`src/rtl/gfxw_pkg.sv`:
```
package gfxw_pkg;
  // status bit positions
  localparam int SFR_RUN = 5;
  localparam int SFR_IRQ = 15;
  // existing status bits, those the host may load, those the core may load
  localparam logic [15:0] SFR_EXIST = 16'h9F7E;
  localparam logic [15:0] SFR_HOST  = 16'h1F7E;
  localparam logic [15:0] SFR_CORE  = 16'h1F5E;
  // byte offsets of the non-general registers
  localparam int OFS_SFR_LO = 'h030;
  localparam int OFS_SFR_HI = 'h031;
  localparam int OFS_BRAM   = 'h033;
  localparam int OFS_PBANK  = 'h034;
  localparam int OFS_RBANK  = 'h036;
  localparam int OFS_CFG    = 'h037;
  localparam int OFS_SBASE  = 'h038;
  localparam int OFS_CLK    = 'h039;
  localparam int OFS_SMODE  = 'h03A;
  localparam int OFS_VER    = 'h03B;
  localparam int OFS_WBANK  = 'h03C;
  localparam int OFS_CB_LO  = 'h03E;
  localparam int OFS_CB_HI  = 'h03F;
  // keep masks of the narrow registers
  localparam logic [7:0] CFG_KEEP   = 8'hA0;
  localparam logic [7:0] SMODE_KEEP = 8'h3F;
  localparam logic [7:0] BIT0_KEEP  = 8'h01;
  localparam logic [7:0] CBLO_KEEP  = 8'hF0;
endpackage

```
`src/rtl/gfxw_gpr_file.sv`:
```
module gfxw_gpr_file #(
  parameter int NUM_REGS = 16,
  localparam int BYTES = 2 * NUM_REGS,
  localparam int IDX_W = $clog2(BYTES)
) (
  input  logic             clk,
  input  logic             we,
  input  logic [IDX_W-1:0] idx,
  input  logic [7:0]       wdata,
  output logic [7:0]       rdata_q
);
  logic [7:0] mem [BYTES];

  // single-port byte store, registered read, no reset: maps to block RAM
  always_ff @(posedge clk) begin
    if (we) mem[idx] <= wdata;
    rdata_q <= mem[idx];
  end
endmodule

```
`src/rtl/gfxw_status.sv`:
```
module gfxw_status
  import gfxw_pkg::*;
(
  input  logic        clk,
  input  logic        rst,
  input  logic        host_we_lo,
  input  logic        host_we_hi,
  input  logic [7:0]  wdata,
  input  logic        start,
  input  logic        rd_clr,
  input  logic        core_flags_we,
  input  logic [15:0] core_flags,
  input  logic        core_irq,
  input  logic        core_stop,
  output logic [15:0] sfr_q
);
  logic [15:0] nxt;

  always_comb begin
    nxt = sfr_q;
    if (host_we_lo) nxt[7:0]  = (nxt[7:0]  & ~SFR_HOST[7:0])  | (wdata & SFR_HOST[7:0]);
    if (host_we_hi) nxt[15:8] = (nxt[15:8] & ~SFR_HOST[15:8]) | (wdata & SFR_HOST[15:8]);
    if (core_flags_we) nxt = (nxt & ~SFR_CORE) | (core_flags & SFR_CORE);
    if (rd_clr)    nxt[SFR_IRQ] = 1'b0;
    if (core_irq)  nxt[SFR_IRQ] = 1'b1;
    if (core_stop) nxt[SFR_RUN] = 1'b0;
    if (start)     nxt[SFR_RUN] = 1'b1;
  end

  always_ff @(posedge clk) begin
    if (rst) sfr_q <= '0;
    else     sfr_q <= nxt & SFR_EXIST;
  end
endmodule

```
`src/rtl/gfxw_ctrl.sv`:
```
module gfxw_ctrl
  import gfxw_pkg::*;
#(
  parameter int ADDR_W = 10,
  parameter logic [7:0] VERSION = 8'h04
) (
  input  logic              clk,
  input  logic              rst,
  input  logic              we,
  input  logic [ADDR_W-1:0] addr,
  input  logic [7:0]        wdata,
  output logic [7:0]        bram_q,
  output logic [7:0]        pbank_q,
  output logic [7:0]        rbank_q,
  output logic [7:0]        cfg_q,
  output logic [7:0]        sbase_q,
  output logic [7:0]        clk_q,
  output logic [7:0]        smode_q,
  output logic [7:0]        wbank_q,
  output logic [15:0]       cbase_q,
  output logic [7:0]        rd_val
);
  always_ff @(posedge clk) begin
    if (rst) begin
      bram_q <= '0; pbank_q <= '0; rbank_q <= '0; cfg_q <= '0;
      sbase_q <= '0; clk_q <= '0; smode_q <= '0; wbank_q <= '0;
      cbase_q <= '0;
    end else if (we) begin
      case (addr)
        ADDR_W'(OFS_BRAM):  bram_q  <= wdata & BIT0_KEEP;
        ADDR_W'(OFS_PBANK): pbank_q <= wdata;
        ADDR_W'(OFS_RBANK): rbank_q <= wdata;
        ADDR_W'(OFS_CFG):   cfg_q   <= wdata & CFG_KEEP;
        ADDR_W'(OFS_SBASE): sbase_q <= wdata;
        ADDR_W'(OFS_CLK):   clk_q   <= wdata & BIT0_KEEP;
        ADDR_W'(OFS_SMODE): smode_q <= wdata & SMODE_KEEP;
        ADDR_W'(OFS_WBANK): wbank_q <= wdata;
        ADDR_W'(OFS_CB_LO): cbase_q[7:0]  <= wdata & CBLO_KEEP;
        ADDR_W'(OFS_CB_HI): cbase_q[15:8] <= wdata;
        default: ;
      endcase
    end
  end

  always_comb begin
    case (addr)
      ADDR_W'(OFS_BRAM):  rd_val = bram_q;
      ADDR_W'(OFS_PBANK): rd_val = pbank_q;
      ADDR_W'(OFS_RBANK): rd_val = rbank_q;
      ADDR_W'(OFS_CFG):   rd_val = cfg_q;
      ADDR_W'(OFS_SBASE): rd_val = sbase_q;
      ADDR_W'(OFS_CLK):   rd_val = clk_q;
      ADDR_W'(OFS_SMODE): rd_val = smode_q;
      ADDR_W'(OFS_VER):   rd_val = VERSION;
      ADDR_W'(OFS_WBANK): rd_val = wbank_q;
      ADDR_W'(OFS_CB_LO): rd_val = cbase_q[7:0];
      ADDR_W'(OFS_CB_HI): rd_val = cbase_q[15:8];
      default:            rd_val = 8'h00;
    endcase
  end
endmodule

```
`src/rtl/gfx_host_regs.sv`:
```
module gfx_host_regs
  import gfxw_pkg::*;
#(
  parameter int NUM_GPR = 16,
  parameter int ADDR_W = 10,
  parameter logic [7:0] VERSION = 8'h04
) (
  input  logic              clk,
  input  logic              rst,
  input  logic              host_sel,
  input  logic              host_we,
  input  logic [ADDR_W-1:0] host_addr,
  input  logic [7:0]        host_wdata,
  output logic [7:0]        host_rdata,
  input  logic              core_flags_we,
  input  logic [15:0]       core_flags,
  input  logic              core_irq,
  input  logic              core_stop,
  output logic              run,
  output logic              irq_out,
  output logic [1:0]        depth_code,
  output logic [1:0]        height_code,
  output logic              rom_grant,
  output logic              ram_grant,
  output logic              fast_mult,
  output logic              clk_double,
  output logic              backup_ram_en,
  output logic [7:0]        prog_bank,
  output logic [7:0]        rom_bank,
  output logic [7:0]        ram_bank,
  output logic [7:0]        screen_base,
  output logic [15:0]       cache_base
);
  localparam int GPR_BYTES = 2 * NUM_GPR;
  localparam int GIDX_W = $clog2(GPR_BYTES);
  localparam logic [ADDR_W-1:0] PC_HI = ADDR_W'(GPR_BYTES - 1);

  logic wr, rd, gpr_hit, start;
  logic [7:0] gpr_rd, ctrl_rd, reg_rd, reg_rd_q;
  logic gpr_sel_q, irq_q;
  logic [15:0] sfr;
  logic [7:0] bram_q, pbank_q, rbank_q, cfg_q, sbase_q, clk_q, smode_q, wbank_q;
  logic cfg_mask;

  assign wr      = host_sel & host_we;
  assign rd      = host_sel & ~host_we;
  assign gpr_hit = host_addr < ADDR_W'(GPR_BYTES);
  assign start   = wr && (host_addr == PC_HI);

  gfxw_gpr_file #(.NUM_REGS(NUM_GPR)) u_gpr (
    .clk(clk), .we(wr & gpr_hit), .idx(host_addr[GIDX_W-1:0]),
    .wdata(host_wdata), .rdata_q(gpr_rd)
  );

  gfxw_status u_sfr (
    .clk(clk), .rst(rst),
    .host_we_lo(wr && host_addr == ADDR_W'(OFS_SFR_LO)),
    .host_we_hi(wr && host_addr == ADDR_W'(OFS_SFR_HI)),
    .wdata(host_wdata), .start(start),
    .rd_clr(rd && host_addr == ADDR_W'(OFS_SFR_HI)),
    .core_flags_we(core_flags_we), .core_flags(core_flags),
    .core_irq(core_irq), .core_stop(core_stop), .sfr_q(sfr)
  );

  gfxw_ctrl #(.ADDR_W(ADDR_W), .VERSION(VERSION)) u_ctrl (
    .clk(clk), .rst(rst), .we(wr), .addr(host_addr), .wdata(host_wdata),
    .bram_q(bram_q), .pbank_q(pbank_q), .rbank_q(rbank_q), .cfg_q(cfg_q),
    .sbase_q(sbase_q), .clk_q(clk_q), .smode_q(smode_q), .wbank_q(wbank_q),
    .cbase_q(cache_base), .rd_val(ctrl_rd)
  );

  always_comb begin
    if (host_addr == ADDR_W'(OFS_SFR_LO))      reg_rd = sfr[7:0];
    else if (host_addr == ADDR_W'(OFS_SFR_HI)) reg_rd = sfr[15:8];
    else                                       reg_rd = ctrl_rd;
  end

  always_ff @(posedge clk) begin
    if (rst) begin
      reg_rd_q  <= '0;
      gpr_sel_q <= 1'b0;
      irq_q     <= 1'b0;
    end else begin
      if (rd) begin
        reg_rd_q  <= reg_rd;
        gpr_sel_q <= gpr_hit;
      end
      irq_q <= sfr[SFR_IRQ] & ~cfg_q[7];
    end
  end

  assign cfg_mask      = cfg_q[7];
  assign host_rdata    = gpr_sel_q ? gpr_rd : reg_rd_q;
  assign run           = sfr[SFR_RUN];
  assign irq_out       = irq_q;
  assign depth_code    = smode_q[1:0];
  assign height_code   = {smode_q[5], smode_q[2]};
  assign rom_grant     = smode_q[4];
  assign ram_grant     = smode_q[3];
  assign fast_mult     = cfg_q[5];
  assign clk_double    = clk_q[0];
  assign backup_ram_en = bram_q[0];
  assign prog_bank     = pbank_q;
  assign rom_bank      = rbank_q;
  assign ram_bank      = wbank_q;
  assign screen_base   = sbase_q;
endmodule

```
`config.mk`:
```
export PLATFORM = sky130hd
export DESIGN_NAME = gfx_host_regs
export DESIGN_NICKNAME = d
export VERILOG_FILES = /design/src/rtl/gfxw_pkg.sv /design/src/rtl/gfxw_gpr_file.sv /design/src/rtl/gfxw_status.sv /design/src/rtl/gfxw_ctrl.sv /design/src/rtl/gfx_host_regs.sv
export SDC_FILE = /design/constraint.sdc
export NUM_CORES = 1
export LEC_CHECK = 0
export BUFFER_PORTS_ARGS = -buffer_cell sky130_fd_sc_hd__buf_2
export CORE_MARGIN = 2
export CORE_UTILIZATION = 62
export CTS_BUF_LIST = sky130_fd_sc_hd__clkbuf_2 sky130_fd_sc_hd__clkbuf_4 sky130_fd_sc_hd__clkbuf_8
export DETAILED_ROUTE_END_ITERATION = 6
export PLACE_DENSITY = 0.82
export SLEW_MARGIN = 20
export SYNTH_ARGS = -nofsm -noshare
export SYNTH_HDL_FRONTEND = slang
export SYNTH_SLANG_ARGS = --single-unit
export TNS_END_PERCENT = 50
```
`constraint.sdc`:
```
create_clock -name clk -period 3.3 [get_ports clk]
set_clock_uncertainty 0.05 [all_clocks]
set_input_delay 0.33 -clock clk [delete_from_list [all_inputs] [get_ports clk]]
set_output_delay 0.33 -clock clk [all_outputs]
set_load 0.01 [all_outputs]
```
Word level (Yosys, flattened, before mapping)
Memories as Yosys holds them, arrays and structs flattened. A register that Yosys moved wholly into a read port is not among the register bits.
Index checks and enable logic that the tools add are counted.
{"block": "word_totals", "ff_bits": 80, "latch_bits": 0, "mem_bits_rw": 256, "mem_bits_ro": 0, "in_bits": 41, "word_cells": 71, "mem_count": 1}
{"memory": "u_gpr.mem", "depth": 32, "width": 8, "rd": 1, "rd_clocked_by_memory_dff": 1, "wr": 1, "line": "gfxw_gpr_file.sv:12", "rtl": "logic [7:0] mem [BYTES];"}
{"block": "op_classes", "addsub": 0, "mul": 0, "div_mod_pow": 0, "order_cmp": 1, "eq_ne": 14, "shifts": 0, "mux": 13, "n_bitwise": 9, "reduce_logical": 16}
{"operator": "$eq A10 B6 Y1 const B", "count": 13}
{"operator": "$pmux W8 S11", "count": 1}
{"operator": "$mux W8", "count": 5}
{"operator": "$reduce_and A2 Y1", "count": 10}
{"operator": "$mux W16", "count": 1}
{"operator": "$or A16 B13 Y16", "count": 1}
{"operator": "$eq A10 B5 Y1 const B", "count": 1}
{"operator": "$lt A10 B6 Y1 const B", "count": 1}
{"operator": "$or A8 B5 Y8", "count": 1}
{"operator": "$or A8 B7 Y8", "count": 1}
{"operator": "$mux W1", "count": 6}
{"operator": "$and A1 B1 Y1", "count": 4}
{"operator": "$logic_and A1 B1 Y1", "count": 4}
{"operator": "$reduce_bool A2 Y1", "count": 2}
{"operator": "$not A1 Y1", "count": 2}

Logic depth before layout (Yosys ltp)
Gate-level depths: netlist of the first run.
{"block": "depth", "depth_word": 7, "ltp_mapped": 8, "ltp_nobuf": 5}

By module
A second synthesis of the first run with hierarchy kept.
{"block": "hier_totals", "cells_unflattened": 1022, "hier_area_um2": 14435.1}
{"mod": "gfxw_gpr_file", "instances": 1, "cells_per_inst": 576, "area_each_um2": 10206.0, "seq_area_each_um2": 7847.5}
{"mod": "gfxw_ctrl", "instances": 1, "cells_per_inst": 314, "area_each_um2": 2946.6, "seq_area_each_um2": 1081.0}
{"mod": "gfx_host_regs", "instances": 1, "cells_per_inst": 74, "area_each_um2": 690.7, "seq_area_each_um2": 200.2}
{"mod": "gfxw_status", "instances": 1, "cells_per_inst": 58, "area_each_um2": 591.8, "seq_area_each_um2": 240.2}

Worst setup path after synthesis of the first run
OpenSTA, ideal clock, no wires.
{"block": "synth_path", "path_kind": "input-to-reg", "startpoint": "in host_addr[0]", "endpoint": "mem u_gpr.mem[13][0] (enable)", "arrival_time_ns": 1.958, "t_required_ns": 2.880, "setup_slack_ns": 0.922, "stages": 7, "path_buffers": 4, "cell_sequence": "clkbuf_1 buf_2 buf_2 buf_2 nor2b_1 nand2_1 nor2_1"}
{"block": "synth_via", "elab_chain_cells": 4}
{"element": "from (decl)", "line": "gfx_host_regs.sv:12", "rtl": "input logic [ADDR_W-1:0] host_addr,"}
{"element": "$lt A10 B6 Y1", "line": "gfx_host_regs.sv:47", "rtl": "assign gpr_hit = host_addr < ADDR_W'(GPR_BYTES);"}
{"element": "$and A1 B1 Y1", "line": "gfx_host_regs.sv:51", "rtl": ".clk(clk), .we(wr & gpr_hit), .idx(host_addr[GIDX_W-1:0]),"}
{"element": "$mux W1", "line": "gfxw_gpr_file.sv:16", "rtl": "if (we) mem[idx] <= wdata;"}
{"element": "$mux W1 (implied by the code)", "line": "gfxw_gpr_file.sv:16"}
{"element": "to (decl)", "line": "gfxw_gpr_file.sv:12"}
Parallel ways exist; a longest one is shown, timed or not.

Final worst setup path of the first run
{"block": "layout_path", "startpoint": "in host_addr[7]", "endpoint": "mem u_gpr.mem[25][6] (enable)"}
{"block": "layout_via", "elab_chain_cells": 4}
{"element": "$lt A10 B6 Y1", "line": "gfx_host_regs.sv:47"}
{"element": "$and A1 B1 Y1", "line": "gfx_host_regs.sv:51"}
{"element": "$mux W1", "line": "gfxw_gpr_file.sv:16"}
{"element": "$mux W1 (implied by the code)", "line": "gfxw_gpr_file.sv:16"}
Every way passes these cells.

==> flow_summary.toml, run 1 <==
[detailed_routing]
first_pass_iters = 5
routedWlPerCell_um = 24.77
num_vias = 8457
wirelength_mm = 32.72
drc = 0
avgViaCountPerCell = 6.402
route.antenna.remaining_nets = 0
drt_iter0_drc = 893

[timing]
rsz0062_at_grt = "false"
post-route-period-util_pct = 70.98
fin_tns_setup_ns = 0
worstMarginPinSlew_ns = 0.9132
fmax_ghz = 0.4269
fin_hold_ws_ns = 0.03126
finalMaxSlewViolations = 0
slew_headroom_pct = 39.12
hold_violations = 0
setup_viol = 0
finalCriticalPeriod_ns = 2.342

[worst_setup_path]
path_class = "primary input to register"
cp_cell_sequence = "buf_2 -> or4_1 -> nor3_1 -> nand2_1 -> nor2_1 -> buf_4"
crit_family = "simple AND/OR/NAND/NOR gates"
critPathMaxFanout = 8
crit_path_max_incr_delay_ns = 0.77
r2r-start = "u_ctrl.sbase_q[5]"
startpoint = "host_addr[7]"
critPathArrivalTime_ns = 2.56
worstPathRequired_ns = 3.52
end_kind = "register"
slowest_stage = "or4_1"
startpoint_type = "primary input"
r2r_cells = 5
worst_r2r_endpoint = "reg_rd_q[5]"
r2r_slack_ns = 1.46
cp.buffers_inverters = 2

[clock_network]
cts_hold_buf = 2
htreeDepth = 2
cts-root-buf = "clkbuf_8"
post_cts_buffers = 0
cts.sinks = 340
numCtsBuffers = 52
clock_latency_ns = 0.57
cts_tree = "done"
cts.clk_slew.worst_paths_ns = 0.06
cts_max_path_buffers = 3
ctsResizeCount = 0

[min_path]
hp-start = "core_flags[2]"
hold_depth = 3
min_to = "u_sfr.sfr_q[2]"
hold_path_class = "primary input to register"

[grt]
grt_max_degree = 57
grt_pass1_vias = 8408
grt_pass1_wl_mm = 49.35
antenna_found_initial = 0
grt_overflow = 0
grtUsageTotal_pct = 28.00

[floorplan]
dieArea_um2 = 23110
start_util_pct = 62.63
die_w_um = 152.0
num_rows = 54
fp.coreArea_um2 = 21690
die_h_um = 152.0
ios = 108

[pwr]
swShare_pct = 21.39
vdd_drop_max_v = 0.0003396
p_comb_share_pct = 4.7
powerDensity_nw_per_um2 = 544.2
p_sw_mw = 1.817
p_leak_nw = 5.592
power_frac_seq_pct = 54.5
power.total_mw = 8.496
p_clk_share_pct = 40.8
p_int_mw = 6.679

[layout]
antenna_cells = 0
syn2layout_area_growth_pct = 14.93
final_nets = 1039
drive_gt1_share_pct = 30.84
fin_util_pct = 71.98

[place]
port_buffers = 97
dp.final_hpwl_mm = 20.65
routabilityCongestion = 0.8613

[synthesis]
synth_area_um2 = 13580
synth_cell_type_count = 50
yosysWarnings = 0
synthTopCellsByArea = "edfxtp_1, dfxtp_1, mux4_2, mux2i_1, nor2_1"
yosysSeqAreaShare_pct = 68.98
synth.avg_cell_area_um2 = 15.87
synth_edf_count = 256
synth-seq-cells = 340
async_flop_share_pct = 0
netlist_instances = 856
synth-main-ff-cell = "edfxtp_1"
synth_top_area_share_pct = 56.60
yosys.area.top_type = "edfxtp_1"

[job]
maxCapViolations = 0

[run_status]
status = "complete, no violations"
==> layout by cell type, fill, tap and decap left out, types with 4 or more instances in the layout <==
master | Yosys | final
buf_2 | 14 | 95
o21ai_0 | 8 | 8
o22ai_1 | 33 | 33
a21oi_1 | 9 | 9
conb_1 | 1 | 4
clkinv_1 | 0 | 5
nor4_1 | 11 | 11
or3_1 | 4 | 4
mux4_2 | 64 | 64
edfxtp_1 | 256 | 256
nand3_1 | 9 | 9
mux2i_1 | 63 | 63
a22oi_1 | 4 | 4
clkbuf_4 | 0 | 32
nor3_1 | 12 | 12
clkbuf_8 | 0 | 56
and3_1 | 4 | 4
nand2_1 | 25 | 25
dfxtp_1 | 84 | 84
nand2b_1 | 6 | 6
nor2b_1 | 15 | 15
a2111oi_0 | 9 | 9
mux2_2 | 14 | 14
nor2_1 | 110 | 110
buf_4 | 4 | 51
a221oi_1 | 4 | 4
inv_1 | 4 | 4
==> metal layers <==
metal  track usage [%]  wire, µm  vias to the layer above
met2             46.10     16200                      448
met5                 0         0                        -
met4             7.966       771                        0
li1                  -         -                     3635
met1             39.06     13000                     4311
met3             5.191      2756                       63
==> area by class of cell <==
class                      instances  area [µm²]
clock buffer                      88        1011
clock inverter                     9       45.04
fill                            1361        6077
inverter                           4       15.01
multi-input combinational        451        3923
sequential                       340        9369
tap                              280       350.3
timing repair buffer             149       898.4
==> cell families after synthesis <==
kind of cell | Yosys count | share of synthesized area (%)
compound gates | 90 | 4.634
buf+inv | 68 | 2.229
simple gates | 216 | 7.719
mux | 141 | 16.41
other cells | 1 | 0.02761
flops | 340 | 68.98
==> per-stage QoR <==
step	instances	worst slack [ns]	cell area [µm²]
2_1_floorplan	859	0.9222	13590
3_3_place_gp	1222	0.4980	14540
3_5_place_dp	1222	0.4297	14540
4_1_cts	1321	0.9986	15610
5_1_grt	1321	0.7834	15610
6_report	1321	0.9577	15610
==> state kept, by name, summed over array words and instances (netlist names), 2 cells and up <==
register,flops
reg_rd_q,8
u_ctrl.cbase_q,12
u_ctrl.cfg_q,2
u_ctrl.pbank_q,8
u_ctrl.rbank_q,8
u_ctrl.sbase_q,8
u_ctrl.smode_q,6
u_ctrl.wbank_q,8
u_gpr.mem,256
u_gpr.rdata_q,8
u_sfr.sfr_q,12
==> power by group through the flow <==
| stage | sequential (mW) | clock, mW | combinational, mW |
|---|---|---|---|
| 5_1_grt | 4.63 | 3.65 | 0.426 |
| 2_1_floorplan | 4.71 | 0 | 0.235 |
| 4_1_cts | 4.63 | 3.50 | 0.398 |
| 3_3_place_gp | 4.72 | 0 | 0.384 |
| 6_report | 4.63 | 3.47 | 0.400 |
| 3_5_place_dp | 4.72 | 0 | 0.393 |
==> worst reg2reg max path: cells and delay by family (launching register included) <==
kind	cells	cell delay [ns]
AO/OA/AOI/OAI	4	1.06
flip-flops	1	0.32
multiplexers	1	0.27
==> synth_stat cells, types with 2 or more instances <==
cell type and number:
edfxtp_1 256, buf_4 4, nor2b_1 15, nand3_1 9, a32oi_1 3, nor4_1 11, nor4_4 2, inv_1 4
buf_2 14, buf_1 6, a2111oi_0 9, clkbuf_1 38, or4b_1 2, nor2_1 110, dfxtp_1 84, a221oi_1 4
nor3_1 12, o21ai_0 8, a211oi_1 2, nor4b_1 2, a21boi_0 3, o32a_1 2, and2_1 3, mux2_2 14
or4_1 2, a22o_1 3, nand2_1 25, a22oi_1 4, and3_1 4, o311ai_0 2, mux4_2 64, a21oi_1 9
o31ai_1 2, nand2b_1 6, buf_6 2, nand4_1 3, o221ai_1 3, or3_1 4, mux2i_1 63, o22ai_1 33
==> worst max-delay path by stage <==
stage,endpoint,slack [ns],cells past startpoint
after floorplan,u_gpr.mem[13][0],0.92,7
after global placement,u_ctrl.rbank_q[3],0.50,6
after detailed placement,u_gpr.mem[25][6],0.43,6
after CTS,u_gpr.mem[25][3],1.0,6
after global routing,u_gpr.mem[25][6],0.78,6
final,u_gpr.mem[25][6],0.96,6
No activity file was read; power rests on OpenSTA's default activity.
==> run 2: changes to the inputs <==
- ABC_AREA: not set -> 1
- clock period: 3.3 -> 2.27 ns (I/O delays scaled with it)
==> run 2 against run 1 <==
Compared with the run above:
- first-iteration DRC count up 33%
- critical path depth down 4
- global-route usage up 1.8 points
- sequential power up 45%
- count of clock-buffer cells in the layout down 17
- sequential cell count unchanged
- utilization up 2.9 points
- die area down 1.3%
- worst hold slack better by 0.00057 ns
- wire length up 3.9%
- combinational power up 79%
==> flow_summary.toml, run 2 <==
[clock_network]
cts_hold_buf = 19
cts.clk_slew.worst_paths_ns = 0.06
cts_max_path_buffers = 3
htreeDepth = 2
ctsResizeCount = 0
cts-root-buf = "clkbuf_8"
numCtsBuffers = 52
post_cts_buffers = 0
cts.sinks = 340
cts_tree = "done"
clock_latency_ns = 0.58

[layout]
top_register = "u_gpr.mem"
largest_reg_flops = 256
layout_commonest_cell = "edfxtp_1"
instances_no_fill = 1641
top_regs = "u_gpr.mem: 256 flops, u_ctrl.cbase_q: 12 flops, u_sfr.sfr_q: 12 flops"
antenna_cells = 0
post-route-cell-area_um2 = 15790
drive_gt1_share_pct = 19.99
final_nets = 1368
layout_common_cells = "edfxtp_1, nand2_1, a22oi_1, buf_2, nor2_1"
fin_util_pct = 74.87
syn2layout_area_growth_pct = 17.86

[detailed_routing]
wirelength_mm = 34.00
drt_iter0_drc = 1191
route.antenna.remaining_nets = 0
num_vias = 9965
drc = 0
avgViaCountPerCell = 6.073
routedWlPerCell_um = 20.72
first_pass_iters = 7

[synthesis]
yosysWarnings = 0
synth-seq-cells = 340
synth_compound_area_share_pct = 13.73
synth_fa_ha_area_share_pct = 0
synthTopCellsByArea = "edfxtp_1, dfxtp_1, a22oi_1, nand2_1, a21oi_1"
yosysSeqAreaShare_pct = 69.94
yosys.area.top_type = "edfxtp_1"
netlist_instances = 1149
synth_top_family_by_area = "compound AO/OA/AOI/OAI gates"
async_flop_share_pct = 0
synth-xor-area-share_pct = 0
synth_area_um2 = 13400
synth.mux.area_fraction_pct = 0.5884
synth_edf_count = 256
synth.avg_cell_area_um2 = 11.66
synth-main-ff-cell = "edfxtp_1"
synth_top_area_share_pct = 57.38
synth_cell_type_count = 28
yosysMostFrequentCell = "edfxtp_1"
synth_common_cells = "edfxtp_1, nand2_1, a22oi_1, nor2_1, dfxtp_1"
synth_simple_gate_area_share_pct = 11.13

[worst_setup_path]
critPathArrivalTime_ns = 1.73
cp_cell_sequence = "mux2_2 -> buf_2"
slowest_stage = "dfxtp_1"
worst_r2r_endpoint = "u_gpr.rdata_q[3]"
crit_path_max_incr_delay_ns = 0.58
startpoint_type = "register"
path_class = "register to output port"
cp.buffers_inverters = 1
critPathMaxFanout = 10
r2r_slack_ns = 0.70
crit_family = "flip-flops"
worstSetupPathDepth = 2
end_kind = "output port"
r2r_cells = 6
worstPathRequired_ns = 1.99
r2r-start = "u_gpr.mem[8][3]"

[timing]
worst_slack_ns = 0.2650
finalCriticalPeriod_ns = 2.005
finalMaxSlewViolations = 0
fin_hold_ws_ns = 0.03183
fin_tns_setup_ns = 0
post-route-period-util_pct = 88.33
slew_headroom_pct = 43.88
fmax_ghz = 0.4987
worstMarginPinSlew_ns = 0.8418
setup_viol = 0
hold_violations = 0
rsz0062_at_grt = "false"

[pwr]
vdd_drop_max_v = 0.0007625
p_leak_nw = 5.804
powerDensity_nw_per_um2 = 785.5
power.total_mw = 12.40

[min_path]
min_to = "u_ctrl.smode_q[2]"
hold_depth = 3
hp-start = "host_wdata[2]"
hold_path_class = "primary input to register"

[place]
routabilityCongestion = 0.9075
placed_cell_area_um2 = 14570
dp_cells = 1529
port_buffers = 97
dp.final_hpwl_mm = 21.72
place_ws_ns = 0.07158

[floorplan]
die_w_um = 151.0
num_rows = 53
ios = 108
fp.coreArea_um2 = 21090
die_h_um = 151.0
start_util_pct = 63.53
dieArea_um2 = 22800

[run_status]
status = "complete, no violations"

[grt]
antenna_found_initial = 1
grtUsageTotal_pct = 29.82
grt_max_degree = 61
grt_pass1_wl_mm = 50.68
grt_overflow = 0
grt_pass1_vias = 9385

[job]
maxCapViolations = 0
[run 2: changes by cell type after synthesis, sizes merged, moves of 62 or more]
cell / before / now
inv: 4 / 88
o21ai: 8 / 70
mux2i: 63 / 0
a21oi: 9 / 77
nand2: 25 / 170
mux4: 64 / 0
a22oi: 4 / 131
[run 2: power breakdown]
group	leakage (nW)	internal [mW]	switching (mW)	total (mW)
registers	2.98	6.71	0.0175	6.73
logic	2.26	0.227	0.489	0.716
clock network	0.556	2.68	2.28	4.96
[run 2: kinds of logic after synthesis]
group,count (synthesis)
AO/OA/AOI/OAI,296
multiplexers,7
buffers and inverters,150
other,1
flip-flops,340
AND/OR/NAND/NOR,355
[run 2: worst reg2reg max path: cells and delay by family, from the launching register on]
kind	cells	cell delay (ns)
simple gates	5	0.74
flops	1	0.38
compound gates	1	0.25
[run 2: how the worst max path moves through the flow]
stage | from | end
after floorplan | host_addr[2] | u_gpr.mem[10][0]
after global placement | host_addr[0] | u_gpr.mem[14][5]
after detailed placement | host_addr[0] | u_gpr.mem[18][6]
after CTS | gpr_sel_q | host_rdata[7]
after global routing | host_addr[5] | u_gpr.mem[31][5]
final | gpr_sel_q | host_rdata[5]
[run 2: routing by layer]
metal | routed length [µm] | track usage [%] | vias up
li1 | - | - | 4516
met1 | 13030 | 41.15 | 4669
met2 | 15880 | 47.43 | 654
met3 | 3714 | 5.211 | 124
met4 | 1356 | 12.66 | 2
met5 | 13 | 0 | -
[run 2: cell type report]
| cell class | instances | area, µm² |
|---|---|---|
| clock buffers | 71 | 895.9 |
| clock inverters | 22 | 136.4 |
| fillers | 1308 | 5299 |
| inverters | 88 | 330.3 |
| multi-input cells | 662 | 3435 |
| flip-flops and latches | 340 | 9369 |
| well taps | 275 | 344.1 |
| repair buffers | 183 | 1279 |
==> run 3: changes to the inputs <==
- PLACE_DENSITY: 0.82 -> not set
- PLACE_DENSITY_LB_ADDON: not set -> 0.08
==> run 3 against run 2 <==
Compared with the run above:
- combinational power decreased by 2%
- non-clock buffer count increased by 3
- sequential power about the same
- register-to-register slack improved by 0.09 ns
- utilization increased by 0.12 points
==> flow_summary.toml, run 3 (synthesis results as in run 2) <==
[detailed_routing]
first_pass_iters = 5
wirelength_mm = 33.85
routedWlPerCell_um = 20.53
avgViaCountPerCell = 5.880
route.antenna.remaining_nets = 0
drt_iter0_drc = 933
num_vias = 9696
drc = 0

[timing]
rsz0062_at_grt = "false"
fmax_ghz = 0.5030
hold_violations = 0
finalMaxSlewViolations = 0
fin_tns_setup_ns = 0
finalCriticalPeriod_ns = 1.988
post-route-period-util_pct = 87.58
setup_viol = 0
worst_slack_ns = 0.2819
worstMarginPinSlew_ns = 0.8251
slew_headroom_pct = 44.99

[layout]
post-route-cell-area_um2 = 15810
fillers = 1409
drive_gt1_share_pct = 20.16
top_register = "u_gpr.mem"
layout_commonest_cell = "edfxtp_1"
antenna_cells = 0
layout_common_cells = "edfxtp_1, nand2_1, a22oi_1, buf_2, nor2_1"
top_regs = "u_gpr.mem: 256 flops, u_ctrl.cbase_q: 12 flops, u_sfr.sfr_q: 12 flops"
final_nets = 1371
syn2layout_area_growth_pct = 18.04
largest_reg_flops = 256

[pwr]
vdd_drop_max_v = 0.0006701
powerDensity_nw_per_um2 = 791.6
p_leak_nw = 5.823
power.total_mw = 12.52

[job]
maxCapViolations = 0

[worst_setup_path]
crit_path_max_incr_delay_ns = 0.57
startpoint_type = "register"
r2r_cells = 6
r2r_slack_ns = 0.79
end_kind = "output port"
slowest_stage = "dfxtp_1"
worst_r2r_endpoint = "u_gpr.rdata_q[2]"
r2r-start = "u_gpr.mem[3][2]"
startpoint = "gpr_sel_q"
cp_cell_sequence = "mux2_2 -> buf_2"
worstPathRequired_ns = 1.99
path_class = "register to output port"
critPathArrivalTime_ns = 1.71
critPathMaxFanout = 10

[min_path]
min_to = "u_sfr.sfr_q[6]"
hold_path_class = "primary input to register"
hold_depth = 3
hp-start = "core_flags_we"

[grt]
grt_overflow = 0
grtUsageTotal_pct = 29.73
grt_max_degree = 69
antenna_found_initial = 0
grt_pass1_wl_mm = 50.38
grt_pass1_vias = 9261

[clock_network]
cts_max_path_buffers = 3
ctsResizeCount = 0
numCtsBuffers = 52
clock_latency_ns = 0.59
htreeDepth = 2
cts.clk_slew.worst_paths_ns = 0.06
cts-root-buf = "clkbuf_8"
cts.sinks = 340
cts_tree = "done"

[floorplan]
num_rows = 53
start_util_pct = 63.53
die_h_um = 151.0
fp.coreArea_um2 = 21090
die_w_um = 151.0
dieArea_um2 = 22800
ios = 108

[place]
placed_cell_area_um2 = 14540
routabilityCongestion = 0.8838
dp.final_hpwl_mm = 21.51
place_ws_ns = 0.1462
port_buffers = 97

[run_status]
status = "complete, no violations"
## run 3: changes by cell type in the layout (fill, tap and decap cells not counted), moves of 2 or more
cell / previous run / this run
clkbuf_4: 13 / 18
buf_4: 59 / 63
buf_12: 8 / 5
clkbuf_8: 58 / 56
clkinv_1: 8 / 10
dlygate4sd3_1: 19 / 21
inv_6: 3 / 1
## run 3: worst max path at each step
stage / endpoint / slack, ns / depth (start not counted)
2_1_floorplan: u_gpr.mem[10][0] / 0.43 / 7
3_3_place_gp: u_gpr.mem[31][6] / 0.17 / 9
3_5_place_dp: u_gpr.mem[31][6] / 0.15 / 9
4_1_cts: host_rdata[7] / 0.27 / 2
5_1_grt: host_rdata[7] / 0.23 / 2
6_report: host_rdata[0] / 0.28 / 2
## run 3: layout make-up
class                           instances  area [µm²]  area share, %
Multi-Input combinational cell        662        3435          21.72
Sequential cell                       340        9369          59.25
Inverter                               88       330.3          2.089
Clock inverter                         24       161.4          1.021
Clock buffer                           74       905.9          5.728
Timing Repair Buffer                  186        1269          8.023
Tap cell                              275       344.1          2.176
## run 3: repair_timing
action | in CTS | in global routing
hold endpoints to repair | 16 | 0
hold buffers | 21 | 0
setup buffers | 0 | 0
## run 3: worst max-delay path, delay by kind of cell (launching register included)
| kind | cells | cell delay, ns |
|---|---|---|
| buffers and inverters | 1 | 0.15 |
| flip-flops | 1 | 0.57 |
| multiplexers | 1 | 0.41 |
## run 3: layer usage
| layer | vias up | GRT usage, % | wire length (µm) |
|---|---|---|---|
| met1 | 4598 | 42.36 | 13840 |
| met3 | 78 | 4.940 | 3106 |
| li1 | 4531 | - | - |
| met4 | 0 | 10.28 | 942 |
| met2 | 489 | 47.11 | 15960 |
| met5 | - | 0 | 0 |
## run 3: where the power goes
group | leakage (nW) | total (mW) | internal, mW | switching (mW)
Clock | 0.577 | 5.09 | 2.81 | 2.28
Sequential | 2.98 | 6.73 | 6.71 | 0.0164
Combinational | 2.26 | 0.701 | 0.217 | 0.484
## run 3: stage by stage
step                      utilization, %  instances  hold WS [ns]
after detailed placement           68.93       1530        0.4049
after global routing               74.99       1649       0.02248
after CTS                          74.99       1649      0.002208
final                              74.99       1649       0.02755
after floorplan                        -       1152        0.2555
after global placement             68.93       1530        0.3927
